### config.mk
export PLATFORM = sky130hd
export DESIGN_NAME = sdes_word_rx
export DESIGN_NICKNAME = d
export VERILOG_FILES = /design/src/rtl/sdes_pkg.sv /design/src/rtl/sdes_sync_vec.sv /design/src/rtl/sdes_byte_pack.sv /design/src/rtl/sdes_word_fsm.sv /design/src/rtl/sdes_word_rx.sv
export SDC_FILE = /design/constraint.sdc
export NUM_CORES = 1
export LEC_CHECK = 0
export ABC_AREA = 1
export CORE_ASPECT_RATIO = 0.9
export CORE_MARGIN = 10
export CORE_UTILIZATION = 30
export CTS_BUF_LIST = sky130_fd_sc_hd__clkbuf_16
export DETAILED_ROUTE_END_ITERATION = 8
export GPL_TIMING_DRIVEN = 0
export PLACE_DENSITY = 0.5
export SKIP_LAST_GASP = 1
export SLEW_MARGIN = 10
export SYNTH_ARGS = -nofsm -noshare
export SYNTH_HDL_FRONTEND = slang
export SYNTH_SLANG_ARGS = --single-unit
### constraint.sdc
create_clock -name clk -period 1.7 [get_ports clk]
set_input_delay 0.51 -clock clk [delete_from_list [all_inputs] [get_ports clk]]
set_output_delay 0.51 -clock clk [all_outputs]
set_load 0.005 [all_outputs]
### src/rtl/sdes_pkg.sv
package sdes_pkg;
    typedef enum logic [1:0] {
        ST_LOAD    = 2'd0,
        ST_COLLECT = 2'd1,
        ST_DONE    = 2'd2,
        ST_EXPIRE  = 2'd3
    } rx_state_e;
endpackage

### src/rtl/sdes_sync_vec.sv
module sdes_sync_vec #(
    parameter int W      = 1,
    parameter int STAGES = 2
) (
    input  logic         clk,
    input  logic         rst_n,
    input  logic [W-1:0] d_in,
    output logic [W-1:0] d_out
);
    logic [W-1:0] stage_q [STAGES];

    generate
        for (genvar s = 0; s < STAGES; s++) begin : g_stage
            if (s == 0) begin : g_first
                always_ff @(posedge clk) begin
                    if (!rst_n) stage_q[0] <= '0;
                    else        stage_q[0] <= d_in;
                end
            end else begin : g_next
                always_ff @(posedge clk) begin
                    if (!rst_n) stage_q[s] <= '0;
                    else        stage_q[s] <= stage_q[s-1];
                end
            end
        end
    endgenerate

    assign d_out = stage_q[STAGES-1];
endmodule

### src/rtl/sdes_byte_pack.sv
module sdes_byte_pack #(
    parameter int BYTE_W = 8
) (
    input  logic              clk,
    input  logic              rst_n,
    input  logic              bclk_s,
    input  logic              bdat_s,
    output logic              byte_vld,
    output logic [BYTE_W-1:0] byte_data
);
    localparam int CNT_W = $clog2(BYTE_W);

    logic              bclk_d;
    logic              rise;
    logic [BYTE_W-1:0] shift_q;
    logic [BYTE_W-1:0] shift_n;
    logic [CNT_W-1:0]  bit_cnt;

    assign rise    = bclk_s & ~bclk_d;
    assign shift_n = {bdat_s, shift_q[BYTE_W-1:1]};

    always_ff @(posedge clk) begin
        if (!rst_n) begin
            bclk_d    <= 1'b0;
            shift_q   <= '0;
            bit_cnt   <= '0;
            byte_vld  <= 1'b0;
            byte_data <= '0;
        end else begin
            bclk_d   <= bclk_s;
            byte_vld <= 1'b0;
            if (rise) begin
                shift_q <= shift_n;
                bit_cnt <= bit_cnt + 1'b1;
                if (bit_cnt == CNT_W'(BYTE_W - 1)) begin
                    byte_vld  <= 1'b1;
                    byte_data <= shift_n;
                end
            end
        end
    end
endmodule

### src/rtl/sdes_word_fsm.sv
module sdes_word_fsm
    import sdes_pkg::*;
#(
    parameter int BYTE_W     = 8,
    parameter int MAX_BYTES  = 4,
    parameter int HALF_CYC   = 8,
    parameter int JITTER_CYC = 64,
    localparam int SEL_W     = $clog2(MAX_BYTES),
    localparam int WORD_W    = BYTE_W * MAX_BYTES,
    localparam int TMR_MAX   = 2 * BYTE_W * MAX_BYTES * HALF_CYC + JITTER_CYC,
    localparam int TMR_W     = $clog2(TMR_MAX + 1)
) (
    input  logic              clk,
    input  logic              rst_n,
    input  logic              byte_vld,
    input  logic [BYTE_W-1:0] byte_data,
    input  logic [SEL_W-1:0]  width_s,
    output logic [WORD_W-1:0] word_data,
    output logic              word_valid,
    output logic              word_timeout,
    output logic [SEL_W-1:0]  len_q,
    output rx_state_e         state_q
);
    rx_state_e         state_n;
    logic [TMR_W-1:0]  tmr_q;
    logic [SEL_W-1:0]  cnt_q;
    logic [WORD_W-1:0] acc_q;
    logic [WORD_W-1:0] acc_n;
    logic              expired;
    logic              last_byte;

    function automatic logic [TMR_W-1:0] limit_for(input logic [SEL_W-1:0] code);
        int unsigned v;
        v = 2 * BYTE_W * (int'(code) + 1) * HALF_CYC + JITTER_CYC;
        return TMR_W'(v);
    endfunction

    assign expired   = (tmr_q == '0);
    assign last_byte = byte_vld && (cnt_q == len_q);

    generate
        for (genvar k = 0; k < MAX_BYTES; k++) begin : g_lane
            always_comb begin
                acc_n[k*BYTE_W +: BYTE_W] = acc_q[k*BYTE_W +: BYTE_W];
                if (byte_vld && (cnt_q == SEL_W'(k)))
                    acc_n[k*BYTE_W +: BYTE_W] = acc_q[k*BYTE_W +: BYTE_W] | byte_data;
            end
        end
    endgenerate

    always_comb begin
        state_n = state_q;
        unique case (state_q)
            ST_LOAD:    state_n = ST_COLLECT;
            ST_COLLECT: begin
                if (expired)        state_n = ST_EXPIRE;
                else if (last_byte) state_n = ST_DONE;
            end
            ST_DONE:    state_n = ST_LOAD;
            ST_EXPIRE:  state_n = ST_LOAD;
        endcase
    end

    always_ff @(posedge clk) begin
        if (!rst_n) state_q <= ST_LOAD;
        else        state_q <= state_n;
    end

    always_ff @(posedge clk) begin
        if (!rst_n) begin
            len_q <= '0;
            tmr_q <= '0;
            cnt_q <= '0;
            acc_q <= '0;
        end else begin
            unique case (state_q)
                ST_LOAD: begin
                    len_q <= width_s;
                    tmr_q <= limit_for(width_s);
                    cnt_q <= '0;
                    acc_q <= '0;
                end
                ST_COLLECT: begin
                    if (!expired) begin
                        tmr_q <= tmr_q - 1'b1;
                        if (byte_vld) begin
                            acc_q <= acc_n;
                            cnt_q <= cnt_q + 1'b1;
                        end
                    end
                end
                ST_DONE:   ;
                ST_EXPIRE: acc_q <= '0;
            endcase
        end
    end

    always_comb begin
        word_valid   = 1'b0;
        word_timeout = 1'b0;
        word_data    = '0;
        unique case (state_q)
            ST_DONE: begin
                word_valid = 1'b1;
                word_data  = acc_q;
            end
            ST_EXPIRE:  word_timeout = 1'b1;
            ST_LOAD:    ;
            ST_COLLECT: ;
        endcase
    end
endmodule

### src/rtl/sdes_word_rx.sv
module sdes_word_rx
    import sdes_pkg::*;
#(
    parameter int HALF_CYC    = 8,
    parameter int JITTER_CYC  = 64,
    parameter int SYNC_STAGES = 2,
    localparam int BYTE_W     = 8,
    localparam int MAX_BYTES  = 4,
    localparam int SEL_W      = $clog2(MAX_BYTES),
    localparam int WORD_W     = BYTE_W * MAX_BYTES
) (
    input  logic              clk,
    input  logic              rst_n,
    input  logic              bclk_in,
    input  logic              bdat_in,
    input  logic [SEL_W-1:0]  width_sel,
    output logic [WORD_W-1:0] word_data,
    output logic              word_valid,
    output logic              word_timeout
);
    logic              bclk_s;
    logic              bdat_s;
    logic [SEL_W-1:0]  width_s;
    logic              byte_vld;
    logic [BYTE_W-1:0] byte_data;
    logic [SEL_W-1:0]  len_q;
    rx_state_e         state_q;
    logic [SEL_W+1:0]  sync_out;

    sdes_sync_vec #(.W(SEL_W + 2), .STAGES(SYNC_STAGES)) u_sync (
        .clk   (clk),
        .rst_n (rst_n),
        .d_in  ({width_sel, bdat_in, bclk_in}),
        .d_out (sync_out)
    );
    assign {width_s, bdat_s, bclk_s} = sync_out;

    sdes_byte_pack #(.BYTE_W(BYTE_W)) u_pack (
        .clk       (clk),
        .rst_n     (rst_n),
        .bclk_s    (bclk_s),
        .bdat_s    (bdat_s),
        .byte_vld  (byte_vld),
        .byte_data (byte_data)
    );

    sdes_word_fsm #(
        .BYTE_W     (BYTE_W),
        .MAX_BYTES  (MAX_BYTES),
        .HALF_CYC   (HALF_CYC),
        .JITTER_CYC (JITTER_CYC)
    ) u_fsm (
        .clk          (clk),
        .rst_n        (rst_n),
        .byte_vld     (byte_vld),
        .byte_data    (byte_data),
        .width_s      (width_s),
        .word_data    (word_data),
        .word_valid   (word_valid),
        .word_timeout (word_timeout),
        .len_q        (len_q),
        .state_q      (state_q)
    );
endmodule

==> results by group <==
Min path
  • Hold Path Depth: 2
  • Hold EP: u_sync.stage_q[1][3]$_SDFF_PN0_
  • Hold path startpoint: u_sync.stage_q[0][3]$_SDFF_PN0_
  • Min-delay worst type: reg2reg

STA
  • Fin. Hold Viols: 0
  • Final Hold Slack: 0.413 ns
  • Clock skew: 0.00853 ns
  • Post-route setup slack: -0.351 ns
  • Fmax: 487 MHz
  • Unrepaired setup endpoints after global routing: true
  • Min cycle time layout: 2.05 ns
  • Setup violations, final: 33
  • Worst-Margin Slew: 0.547 ns
  • Crit share post-route: 121%
  • Max_slew headroom: 63.5%
  • Max-slew violations: 0

Global route
  • First-pass GRT wire length: 18.0 mm
  • Total Routing Usage GR: 12.3%
  • Gr ovfl total: 0
  • Largest net degree at the start of global routing: 13
  • Initial antenna violation count: 0
  • Vias in the first global route: 3505

Yosys
  • Cell Area, Synth: 3800 um2
  • Ys flop type: dfxtp_1
  • Synth Instances: 563
  • Synth area leaders: dfxtp_1 (40%), nand2_1 (13%), nor2_1 (9.5%)
  • Count leader, synth: nand2_1
  • Commonest cells in the netlist: nand2_1 (129), nor2_1 (96), dfxtp_1 (76)
  • Fraction of registers with async set/reset: 0%
  • Post-synth net total: 582
  • Top cell type's share of synthesized area: 40.1%
  • Synthesis Warnings: 0
  • Post-synthesis cell type count: 26
  • Post-synth EDFFs: 0
  • Cell taking the most area after synthesis: dfxtp_1
  • Register area share after synthesis: 40.1%
  • Synthesized area per cell: 6.75 um2
  • Post-synthesis register bit count: 76

CTS
  • Cts hold-fix bufs: 0
  • Cts bufs inserted: 9
  • Clock-pin slew on the worst setup and hold paths: 0.06 ns
  • Longest Clk Path Bufs: 2
  • CTS sink count: 76
  • CTS tree: yes
  • Number of H-tree levels: 3
  • Clk_lat worst skew: 0.34 ns
  • Root Driver: clkbuf_16

Route
  • 1st-iter DRT viols: 256
  • DR vias/cell: 4.75
  • Drt drc: 0
  • ANT nets after route: 0
  • WL/cell: 14.0 um
  • Pre-Repair DR Iteration Count: 5
  • WL final: 11.4 mm
  • Via count: 3860

Worst setup path
  • Crit path largest cell delay: 0.36 ns
  • Worst setup SP type: flip-flop
  • Reg2reg end: u_fsm.acc_q[18]$_SDFFE_PN0P_
  • Slowest-stage cell, CP: dfxtp_4
  • Class of the most critical setup path: reg2out
  • Crit path cell chain: inv_4, ha_4, buf_12, clkbuf_16, buf_8, nand2_4, inv_2, buf_6
  • Critical path fanouts, max: 7
  • Data required time of the critical path: 1.19 ns
  • R2R Setup Slk: 0.05 ns
  • CP endpoint kind: output port
  • Worst r2r src: u_fsm.state_q[0]$_SDFFE_PN0P_
  • Worst r2r path cells: 8
  • CP arrival: 1.54 ns

Final layout
  • Finished Core Util: 42.9%
  • Final cell count without fillers: 812
  • Syn-to-layout area delta: 38.0%
  • Filler instances: 1250
  • NumNets Final: 666
  • Ant. Diodes: 0
  • Share of layout cells above drive strength 1: 25.6%

Power and ir drop
  • Tot Pwr: 7960 uW
  • LEAKAGE: 0.00253 uW
  • Power density over the cells: 1520 nW/um2
  • Max VDD drop: 0.692 mV

Placed design
  • Placed cells: 762
  • Dpl ws: -0.804 ns
  • Port bufs: 39
  • Final RePlAce weighted congestion: 0.842
  • Dpl hpwl: 7.55 mm

Job
  • # Max-Cap Violations: 0

Die
  • Die W: 139 um
  • Num rows: 38
  • Boundary Pins: 40
  • Core ar.: 12200 um2
  • Die height: 127 um
  • Initial Util: 31.1%
  • Die area: 17600 um2

Status
  • Status: finished, violations left
  • Failing checks: negative setup slack
## cell type report
cell class | instances | area, um2 | area share [%]
inverters | 73 | 277 | 5.27
clock inverters | 7 | 58.8 | 1.12
clock buffers | 9 | 225 | 4.30
plain buffers | 25 | 196 | 3.75
well taps | 160 | 200 | 3.82
multi-input cells | 388 | 2060 | 39.3
flip-flops and latches | 76 | 1530 | 29.1
repair buffers | 74 | 701 | 13.4
## worst max-delay path by stage
| stage | from | end | slack [ns] |
|---|---|---|---|
| after floorplan | u_fsm.state_q[0]$_SDFFE_PN0P_ | word_data[10] | 0.15 |
| after global placement | u_fsm.state_q[0]$_SDFFE_PN0P_ | word_data[1] | -0.77 |
| after detailed placement | u_fsm.state_q[0]$_SDFFE_PN0P_ | word_data[2] | -0.80 |
| after CTS | u_fsm.state_q[0]$_SDFFE_PN0P_ | word_data[7] | -0.37 |
| after global routing | u_fsm.state_q[0]$_SDFFE_PN0P_ | word_data[7] | -0.39 |
| final | u_fsm.state_q[0]$_SDFFE_PN0P_ | word_data[7] | -0.35 |
## through the flow
step / TNS, ns / instance area, um2
finish: -8.03 / 5240
global route: -9.90 / 5240
CTS: -8.84 / 4980
detailed placement: -44.24 / 4390
global placement: -42.62 / 4390
floorplan: 0 / 3800
## report_power, final
part	total [uW]	switching, uW	internal [uW]
combinational	3960	2380	1580
sequential	2150	180	1970
clock	1850	730	1120
total	7960	3290	4670
## registers in the layout, summed over array words and instances, names as in the netlist, 2 cells and up
register / count
u_fsm.state_q: 2
u_fsm.len_q: 2
u_fsm.acc_q: 32
u_fsm.tmr_q: 10
u_pack.shift_q: 7
u_pack.byte_data: 8
u_fsm.cnt_q: 2
u_sync.stage_q: 8
u_pack.bit_cnt: 3
## cells in the final DEF (no fill, tap or decap), drive strengths merged
cell,Yosys,final
ha,13,13
nor2,100,100
a21oi,53,53
a211oi,2,2
inv,73,74
a221oi,1,1
o21ai,18,18
nand3,31,31
clkbuf,15,30
buf,11,72
nor3b,1,1
nand4,33,33
clkdlybuf4s15,0,1
dfxtp,76,76
xor2,2,2
clkdlybuf4s50,0,5
bufinv,0,1
o211ai,1,1
clkinv,0,5
or2,1,1
nand2,132,132
## worst max-delay path, delay by kind of cell, from the launching register on
kind,cells,cell delay [ns]
adders and majority gates,1,0.20
and+or+nand+nor,1,0.06
buffers and inverters,6,0.59
DFF,1,0.36
## kinds of logic (layout without fill, tap and decap cells)
| logic type | count (synthesis) | in the layout | synth area share [%] |
|---|---|---|---|
| AND/OR/NAND/NOR | 298 | 298 | 34.1 |
| buffers and inverters | 99 | 188 | 10.6 |
| flip-flops | 76 | 76 | 40.1 |
| AO/OA/AOI/OAI | 75 | 75 | 10.5 |
| adder cells (fa/ha/maj) | 13 | 13 | 4.28 |
| XOR/XNOR | 2 | 2 | 0.461 |
## metal layers
layer	routed length [um]	up-vias	track usage, %
li1	-	1961	-
met1	5710	1803	16.6
met2	5020	79	18.8
met3	461	17	3.06
met4	180	0	3.68
met5	0	-	0
## repair_timing
item / in CTS / in global routing
endpoints found under the hold margin: 0 / 0
setup buffers: 23 / 7
cloned: 3 / 3
resized for setup: 212 / 54
setup endpoints to repair: 83 / 80
pin swaps: 5 / 10
Note: power is estimated with default switching activity, not from simulation.
